===== config.mk =====
export PLATFORM = sky130hd
export DESIGN_NAME = sdr_rd_resp
export DESIGN_NICKNAME = d
export VERILOG_FILES = /design/src/rtl/sdr_pkg.sv /design/src/rtl/sdr_rst_sync.sv /design/src/rtl/sdr_crc_acc.sv /design/src/rtl/sdr_blk_cnt.sv /design/src/rtl/sdr_rd_fsm.sv /design/src/rtl/sdr_rd_resp.sv
export SDC_FILE = /design/constraint.sdc
export NUM_CORES = 1
export LEC_CHECK = 0
export ABC_AREA = 1
export BUFFER_PORTS_ARGS = -buffer_cell sky130_fd_sc_hd__buf_2
export CORE_ASPECT_RATIO = 0.5
export CORE_MARGIN = 2
export CORE_UTILIZATION = 30
export DETAILED_ROUTE_END_ITERATION = 10
export GPL_ROUTABILITY_DRIVEN = 0
export PLACE_DENSITY = 0.52
export SYNTH_ARGS = -nofsm -noshare
export SYNTH_HDL_FRONTEND = slang
export SYNTH_SLANG_ARGS = --single-unit

===== constraint.sdc =====
create_clock -name clk -period 1.85 [get_ports clk]
set_input_delay 0.185 -clock clk [delete_from_list [all_inputs] [get_ports clk]]
set_output_delay 0.185 -clock clk [all_outputs]
set_load 0.03 [all_outputs]

===== src/rtl/sdr_pkg.sv =====
package sdr_pkg;
  typedef enum logic [1:0] {
    PH_CMD  = 2'd0,
    PH_PREP = 2'd1,
    PH_DATA = 2'd2,
    PH_CRC  = 2'd3
  } phase_t;

  // CRC16, polynomial 0x1021, MSB first, one byte per call
  function automatic logic [15:0] crc16_step(input logic [15:0] c, input logic [7:0] b);
    logic [15:0] r;
    r = c ^ {b, 8'h00};
    for (int i = 0; i < 8; i++) begin
      r = r[15] ? ((r << 1) ^ 16'h1021) : (r << 1);
    end
    return r;
  endfunction
endpackage


===== src/rtl/sdr_rst_sync.sv =====
module sdr_rst_sync (
  input  logic clk,
  input  logic rst_n,
  output logic rst_sync_n
);
  logic [1:0] sync_q;

  always_ff @(posedge clk or negedge rst_n) begin
    if (!rst_n) sync_q <= 2'b00;
    else        sync_q <= {sync_q[0], 1'b1};
  end

  assign rst_sync_n = sync_q[1];
endmodule


===== src/rtl/sdr_crc_acc.sv =====
module sdr_crc_acc
  import sdr_pkg::*;
(
  input  logic        clk,
  input  logic        rst_n,
  input  logic        clr,
  input  logic        en,
  input  logic [7:0]  din,
  output logic [15:0] crc
);
  logic [15:0] crc_q, crc_d;

  always_comb begin
    crc_d = crc_q;
    if (clr)     crc_d = 16'h0000;
    else if (en) crc_d = crc16_step(crc_q, din);
  end

  always_ff @(posedge clk or negedge rst_n) begin
    if (!rst_n) crc_q <= 16'h0000;
    else        crc_q <= crc_d;
  end

  assign crc = crc_q;
endmodule


===== src/rtl/sdr_blk_cnt.sv =====
module sdr_blk_cnt #(
  parameter int BLK_LEN = 512,
  localparam int CNT_W = $clog2(BLK_LEN + 1)
) (
  input  logic clk,
  input  logic rst_n,
  input  logic clr,
  input  logic inc,
  output logic last,
  output logic full
);
  logic [CNT_W-1:0] cnt_q, cnt_d;

  always_comb begin
    cnt_d = cnt_q;
    if (clr)      cnt_d = '0;
    else if (inc) cnt_d = cnt_q + 1'b1;
  end

  always_ff @(posedge clk or negedge rst_n) begin
    if (!rst_n) cnt_q <= '0;
    else        cnt_q <= cnt_d;
  end

  assign last = (cnt_q == CNT_W'(BLK_LEN - 1));
  assign full = (cnt_q == CNT_W'(BLK_LEN));
endmodule


===== src/rtl/sdr_rd_fsm.sv =====
module sdr_rd_fsm
  import sdr_pkg::*;
#(
  parameter logic [5:0] SINGLE_CMD = 6'd17,
  parameter logic [7:0] STOP_BYTE  = 8'h4C,
  parameter logic [7:0] TOKEN_BYTE = 8'hFE,
  parameter logic [7:0] FILL_BYTE  = 8'hFF
) (
  input  logic        clk,
  input  logic        rst_n,
  input  logic        xfer_en,
  input  logic [7:0]  host_byte,
  input  logic        rd_start,
  input  logic [5:0]  rd_cmd,
  input  logic [7:0]  src_data,
  input  logic        src_more,
  input  logic        blk_last,
  input  logic        blk_full,
  input  logic [15:0] crc,
  output logic        cnt_clr,
  output logic        cnt_inc,
  output logic        crc_clr,
  output logic        crc_en,
  output logic        src_pop,
  output logic [7:0]  resp_byte,
  output logic        cmd_ready,
  output phase_t      phase
);
  phase_t     phase_q, phase_d;
  logic       stop_q, stop_d;
  logic       pos_q, pos_d;
  logic [5:0] cmd_q, cmd_d;
  logic [7:0] resp_q, resp_d;
  logic       stop_hit;

  assign stop_hit = xfer_en && (phase_q != PH_CMD) && (host_byte == STOP_BYTE);

  always_comb begin
    phase_d = phase_q;
    stop_d  = stop_q;
    pos_d   = pos_q;
    cmd_d   = cmd_q;
    resp_d  = resp_q;
    cnt_clr = 1'b0;
    cnt_inc = 1'b0;
    crc_clr = 1'b0;
    crc_en  = 1'b0;
    src_pop = 1'b0;
    if (stop_hit) begin
      phase_d = PH_CMD;
      stop_d  = 1'b1;
      pos_d   = 1'b0;
      resp_d  = FILL_BYTE;
      cnt_clr = 1'b1;
    end else if (xfer_en) begin
      unique case (phase_q)
        PH_CMD: begin
          resp_d = FILL_BYTE;
          stop_d = 1'b0;
        end
        PH_PREP: begin
          resp_d  = TOKEN_BYTE;
          phase_d = PH_DATA;
          cnt_clr = 1'b1;
          crc_clr = 1'b1;
        end
        PH_DATA: begin
          resp_d  = src_data;
          src_pop = 1'b1;
          cnt_inc = 1'b1;
          crc_en  = 1'b1;
          if (!src_more || blk_last) phase_d = PH_CRC;
        end
        PH_CRC: begin
          resp_d = pos_q ? crc[7:0] : crc[15:8];
          if (pos_q) begin
            pos_d   = 1'b0;
            cnt_clr = 1'b1;
            phase_d = (blk_full && cmd_q != SINGLE_CMD) ? PH_PREP : PH_CMD;
          end else begin
            pos_d = 1'b1;
          end
        end
        default: phase_d = PH_CMD;
      endcase
    end else if (rd_start && phase_q == PH_CMD && !stop_q) begin
      phase_d = PH_PREP;
      cmd_d   = rd_cmd;
    end
  end

  always_ff @(posedge clk or negedge rst_n) begin
    if (!rst_n) begin
      phase_q <= PH_CMD;
      stop_q  <= 1'b0;
      pos_q   <= 1'b0;
      cmd_q   <= 6'd0;
      resp_q  <= FILL_BYTE;
    end else begin
      phase_q <= phase_d;
      stop_q  <= stop_d;
      pos_q   <= pos_d;
      cmd_q   <= cmd_d;
      resp_q  <= resp_d;
    end
  end

  assign resp_byte = resp_q;
  assign cmd_ready = (phase_q == PH_CMD) && !stop_q;
  assign phase     = phase_q;
endmodule


===== src/rtl/sdr_rd_resp.sv =====
module sdr_rd_resp
  import sdr_pkg::*;
#(
  parameter int         BLK_LEN    = 512,
  parameter logic [5:0] SINGLE_CMD = 6'd17,
  parameter logic [7:0] STOP_BYTE  = 8'h4C,
  parameter logic [7:0] TOKEN_BYTE = 8'hFE,
  parameter logic [7:0] FILL_BYTE  = 8'hFF
) (
  input  logic       clk,
  input  logic       rst_n,
  input  logic       xfer_en,
  input  logic [7:0] host_byte,
  output logic [7:0] resp_byte,
  input  logic       rd_start,
  input  logic [5:0] rd_cmd,
  output logic       cmd_ready,
  input  logic [7:0] src_data,
  input  logic       src_more,
  output logic       src_pop
);
  logic        rst_int_n;
  logic        cnt_clr, cnt_inc, crc_clr, crc_en;
  logic        blk_last, blk_full;
  logic [15:0] crc;
  phase_t      phase;

  sdr_rst_sync u_rst (
    .clk(clk), .rst_n(rst_n), .rst_sync_n(rst_int_n)
  );

  sdr_blk_cnt #(.BLK_LEN(BLK_LEN)) u_cnt (
    .clk(clk), .rst_n(rst_int_n), .clr(cnt_clr), .inc(cnt_inc),
    .last(blk_last), .full(blk_full)
  );

  sdr_crc_acc u_crc (
    .clk(clk), .rst_n(rst_int_n), .clr(crc_clr), .en(crc_en),
    .din(src_data), .crc(crc)
  );

  sdr_rd_fsm #(
    .SINGLE_CMD(SINGLE_CMD), .STOP_BYTE(STOP_BYTE),
    .TOKEN_BYTE(TOKEN_BYTE), .FILL_BYTE(FILL_BYTE)
  ) u_fsm (
    .clk(clk), .rst_n(rst_int_n), .xfer_en(xfer_en), .host_byte(host_byte),
    .rd_start(rd_start), .rd_cmd(rd_cmd), .src_data(src_data),
    .src_more(src_more), .blk_last(blk_last), .blk_full(blk_full),
    .crc(crc), .cnt_clr(cnt_clr), .cnt_inc(cnt_inc), .crc_clr(crc_clr),
    .crc_en(crc_en), .src_pop(src_pop), .resp_byte(resp_byte),
    .cmd_ready(cmd_ready), .phase(phase)
  );
endmodule


Yosys cells after proc, flatten, opt, wreduce, memory -nomap -nowiden
Index checks and enable logic that the tools add are counted.
Widths: inputs -> output; s select.
{ "classes": {"n_bitwise": 11, "add_sub_neg": 1, "n_reduce_logical": 21, "mux": 40, "n_eq_ne": 10} }
{ "op_table": {"columns": ["op", "n"], "rows": [
  ["$mux 13", 8],
  ["$mux 16", 2],
  ["$pmux 8 s4", 1],
  ["$mux 8", 3],
  ["$not 3->3", 8],
  ["$mux 10", 2],
  ["$mux 1", 17],
  ["$xor 16x16->16", 1],
  ["$reduce_bool 2->1", 6],
  ["$add 10x1->10 const B", 1],
  ["$eq 10x10->1 const B", 1],
  ["$eq 10x9->1 const B", 1],
  ["$mux 2", 5],
  ["$eq 8x7->1 const B", 1],
  ["$ne 4x2->1 const B", 2],
  ["$logic_and 1x1->1", 6],
  ["$ne 6x5->1 const B", 1],
  ["$pmux 2 s3", 1],
  ["$ne 5x1->1 const B", 1],
  ["$eq 2x2->1 const B", 2],
  ["$reduce_and 2->1", 2],
  ["$reduce_and 4->1", 1],
  ["$reduce_and 3->1", 1],
  ["$reduce_bool 3->1", 1],
  ["other kinds (6)", 8]
]} }
{ "totals": {"output_inout_bits": 10, "word_cells": 91, "input_bits": 27, "ff_bits": 46} }

Logic depth before layout (Yosys ltp)
{ "logic_depth": {"depth_word": 19, "ltp_mapped": 9, "mapped_depth_nobuf": 9} }

Modules after synthesis
Synthesis repeated with hierarchy kept, for this count alone.
{ "unflattened": {"cells_unflattened": 403, "area_unflattened_um2": 2845.2} }
{ "modules_own_cells": {"columns": ["module", "area_per_inst_um2", "n_inst", "seq_area_each_um2", "cells_each"], "rows": [
  ["sdr_rd_fsm", 1117.3, 1, 460.4, 151],
  ["sdr_crc_acc", 1096.1, 1, 400.4, 171],
  ["sdr_blk_cnt", 578.1, 1, 250.2, 78],
  ["sdr_rst_sync", 53.8, 1, 50.0, 3]
]} }

Worst setup path before layout
OpenSTA, ideal clock, no wires.
{ "synth_path": {"kind": "register -> register", "start": "register u_fsm.phase_q[1], in the netlist u_fsm.phase[1]", "end": "register u_fsm.phase_q[0], in the netlist u_fsm.phase[0]", "stages_incl_launch_ff": 8, "required_ns": 1.732, "n_path_buf": 1, "setup_ns": 0.118, "slack_ns": 0.140, "period_less_slack_ns": 1.710, "arrival_time_ns": 1.593, "path_cell_list": "dfrtp_1 > buf_6 > nor3_2 > nand3_2 > nand2_1 > nand3_1 > nand2_1 > nand2_1"} }
{ "synth_via": {"elab_chain_len": 5, "elab_cells_between_ends": 17, "classes_between": "6 x eq/ne; 3 x mux; 8 x reduce/logical"} }
{ "synth_lines": {"columns": ["item", "line", "rtl"], "rows": [
  ["from (decl)", "sdr_rd_fsm.sv:29", "phase_t phase_q, phase_d;"],
  ["from (signal assigned)", "sdr_rd_fsm.sv:100", "phase_q <= phase_d;"],
  ["$reduce_bool 2->1 or $logic_not 2->1 (tied branches)", "sdr_rd_fsm.sv:36, sdr_rd_fsm.sv:86", null],
  ["$logic_and 1x1->1, on equally long branches (2 in a row)", "sdr_rd_fsm.sv:36, sdr_rd_fsm.sv:86", null],
  ["$ne 5x1->1 (no line), or another cell as far along", null, null],
  ["$reduce_and 4->1 (no line)", null, null]
]} }
Parallel ways exist; a longest one is shown, timed or not.
A chain may end at the register's enable or synchronous reset.

Worst setup path in the final report
{ "layout_path": {"start": "register u_fsm.phase_q[0], in the netlist u_fsm.phase[0]", "end": "output src_pop"} }
{ "layout_via": {"elab_chain_len": 4, "elab_cells_between_ends": 7, "classes_between": "1 x eq/ne; 3 x mux; 3 x reduce/logical"} }
{ "layout_lines": {"columns": ["item", "line", "rtl"], "rows": [
  ["$eq 2x2->1 or $reduce_bool 2->1 (tied branches)", "sdr_rd_fsm.sv:56, sdr_rd_fsm.sv:36", null],
  ["$mux 1 or $logic_and 1x1->1 (tied branches)", "sdr_rd_fsm.sv:56, sdr_rd_fsm.sv:36", null],
  ["$mux 1 or $logic_and 1x1->1 (tied branches)", "sdr_rd_fsm.sv:55, sdr_rd_fsm.sv:36", null],
  ["$mux 1 (*)", "sdr_rd_fsm.sv:49", "if (stop_hit) begin"],
  ["to (decl)", "sdr_rd_resp.sv:20", "output logic src_pop"]
]} }
Every way passes the cells marked *; elsewhere a longest branch is shown, timed or not.

==> summary.txt <==
Status
  – Status: finished clean

Worst hold path
  – Hold WC Path Type: primary input to register
  – Hold-critical path depth: 2
  – Hold Startpoint: rd_cmd[1]
  – Endpoint, Worst Hold: u_fsm.cmd_q[1]

Detailed routing
  – Vias post-DR: 2230
  – DRC errors left: 0
  – WL final: 6.15 mm
  – Antenna Nets Post-Route: 0
  – DR WL/cell: 12.5 microns
  – Vias per inst: 4.54
  – Drt pass-1 iters: 4
  – Initial DRC count: 126

Floorplan
  – Rows: 24
  – Die Ht: 70.0 microns
  – CORE AREA: 8590 sq um
  – Die Area: 9530 sq um
  – Io pins: 37
  – Starting Density: 30.4%
  – Die X: 136 microns

GRT
  – Number of antenna violations at the first check in global routing: 0
  – GRT Resource Usage Total: 14.0%
  – First-pass GRT wire length: 10.5 mm
  – Largest net degree at the start of global routing: 22
  – Number of global-route vias before repair: 2202
  – Total gr overflow: 0

Timing
  – RSZ-0062 raised after global routing: false
  – Final Setup Violations: 0
  – Clk_skew: 0.00219 ns
  – Fmax: 571 MHz
  – Max Slew Vio Count: 0
  – WHS: 0.133 ns
  – Setup total negative slack: 0 ns
  – Min cycle time layout: 1.75 ns
  – Final hold vios: 0
  – Final Cycle Share: 94.7%

Power and ir drop
  – Design internal power: 0.00265 W
  – Pwr Density: 1470 nW/um^2
  – Net switching power of the design: 0.00191 W
  – Clock share of power: 19.8%
  – Static Leak: 1.46 nW
  – Peak supply drop: 0.000480 V
  – Sequential fraction of design power: 38.0%
  – Combinational share of power: 42.2%
  – Net Sw Frac: 41.8%

Logic synthesis
  – Count leader, synth: nand2_1
  – Syn Inst Count: 330
  – EDFF count, synth: 0
  – Mapped cell area: 2620 sq um
  – Synth Warn #: 0
  – Sequential fraction of the synthesis area: 44.4%
  – Mean Syn Cell Area: 7.92 sq um
  – Syn Nets: 359
  – #FFs+latches synth: 46
  – Leading cell types by count after synthesis: nand2_1 (70), dfrtp_1 (38), nor2_1 (37)
  – Leading area contributor after synthesis: dfrtp_1
  – Synth top area share: 36.4%
  – Leading post-synthesis cells by cell area: dfrtp_1 (36%), nand2_1 (10%), dfstp_2 (8.0%), nand3_1 (5.7%), nor2_1 (5.3%)
  – Post-synth ARST share: 100%
  – Main flop type after synthesis: dfrtp_1
  – Distinct cells, synth: 36

Clocking
  – Total CTS buffers: 5
  – Clock H-tree levels: 2
  – CTS tree: built
  – Root buf cell: clkbuf_16
  – Clock Latency Late Sink: 0.28 ns
  – Clock sinks: 46
  – CTS clk-pin slew, worst paths: 0.06 ns
  – Maximum buffer depth of the clock tree: 2

Worst setup path
  – Max FO, Critical Path: 15
  – Worst setup SP type: register
  – CP max stage cell: dfrtp_2
  – Buf/Inv on CP: 3
  – CP Data Required Time: 1.66 ns
  – Crit Path Class: register to output port
  – Crit. path cell count: 6
  – Worst reg2reg path depth: 7
  – CP startpoint: u_fsm.phase[0]
  – Worst r2r dst: u_crc.crc[4]
  – Worst reg2reg setup slack: 0.31 ns
  – Delay-heaviest family, CP: flip-flops
  – Crit path DAT: 1.57 ns
  – CP max stage delay: 0.46 ns
  – Crit-path cells: inv_2 -> nand2_2 -> nor2_4 -> nand2_4 -> inv_6 -> clkbuf_4
  – Critical path endpoint category: output port
  – Crit Reg-Reg Startpoint: u_fsm.phase[1]

Finish
  – Cell area after layout: 3100 sq um
  – Nets@finish: 402
  – Fin cells: 491
  – Area of the multi-input gates: 1260 sq um
  – Diodes inserted: 0
  – Fillers: 926
  – Register Area: 1160 sq um
  – Synthesis-to-finish area growth: 18.6%
  – Share of layout cells above drive strength 1: 22.2%

Placed design
  – Area after DPL: 2920 sq um
  – Dpl hpwl: 4.61 mm
  – Dpl cells: 481
  – IO buf count: 36

Job
  – MaxCap Viol Count: 0
[power groups by stage]
stage	clock network [W]	registers, W	logic (W)
finish	0.000902	0.00173	0.00192
global route	0.000982	0.00179	0.00220
CTS	0.000929	0.00173	0.00194
detailed placement	0	0.00174	0.00191
global placement	0	0.00174	0.00192
floorplan	0	0.00184	0.00135
[cell type report]
type | instances | area share, %
clock inverter | 1 | 0.161
sequential | 46 | 37.6
tap | 117 | 4.72
multi-input combinational | 239 | 40.5
timing repair buffer | 43 | 7.66
clock buffer | 7 | 4.60
inverter | 38 | 4.76
[worst max path at each step]
stage                     end  slack (ns)
6_report              src_pop         0.1
5_1_grt               src_pop       0.006
4_1_cts               src_pop        0.02
3_5_place_dp          src_pop        0.23
3_3_place_gp          src_pop        0.28
2_1_floorplan  u_fsm.phase[0]        0.14
[what timing repair did]
action,4_1_cts,5_1_grt
setup buffers,1,0
hold buffers,1,0
resized for setup,1,4
pin swaps,1,0
endpoints found under the hold margin,2,0
endpoints found under the setup margin,1,1
[per-stage QoR]
stage / setup slack (ns) / util (%) / power [W]
floorplan: 0.140 / - / 0.00319
global placement: 0.280 / 34.0 / 0.00365
detailed placement: 0.230 / 34.0 / 0.00366
CTS: 0.0161 / 36.0 / 0.00459
global route: 0.00597 / 36.1 / 0.00497
finish: 0.0989 / 36.1 / 0.00456
[placed cells by master (no fill, tap or decap), drive strengths merged, types with 2 or more instances in the layout]
cell | synthesis | layout
xnor2 | 10 | 10
nand2 | 73 | 73
a21oi | 23 | 23
mux2 | 4 | 4
o21ai | 28 | 28
dfstp | 8 | 8
nor2 | 40 | 40
dfrtp | 38 | 38
ha | 2 | 2
nand4 | 3 | 3
clkbuf | 2 | 8
nand3 | 34 | 34
xor2 | 7 | 7
inv | 38 | 38
o22ai | 2 | 2
buf | 5 | 41
nor3 | 6 | 6
[sequential cells by signal, summed over array words and instances (netlist names)]
name             cells
u_crc.crc           16
u_cnt.cnt_q         10
u_fsm.resp_byte      8
u_fsm.cmd_q          6
u_fsm.phase          2
u_rst.sync_q         2
u_fsm.pos_q          1
u_fsm.stop_q         1
[routing by layer]
layer | GRT usage [%] | up-vias | part of all wire [%]
met4 | 4.05 | 0 | 0.99
met5 | 0 | - | 0
met1 | 19.6 | 1024 | 49
met2 | 21.7 | 41 | 45
li1 | - | 1159 | -
met3 | 3.12 | 6 | 5.1
[kinds of logic (layout without fill, tap and decap cells)]
kind of cell / count (synthesis) / count (layout) / share of synthesized area (%)
buffers and inverters: 45 / 89 / 7.70
AO/OA/AOI/OAI: 58 / 58 / 11.9
multiplexers: 4 / 4 / 1.72
other: 1 / 1 / 0.143
XOR/XNOR: 17 / 17 / 5.69
adder cells (fa/ha/maj): 2 / 2 / 0.957
AND/OR/NAND/NOR: 157 / 157 / 27.5
flip-flops: 46 / 46 / 44.4
(Power assumes the default switching activity.)
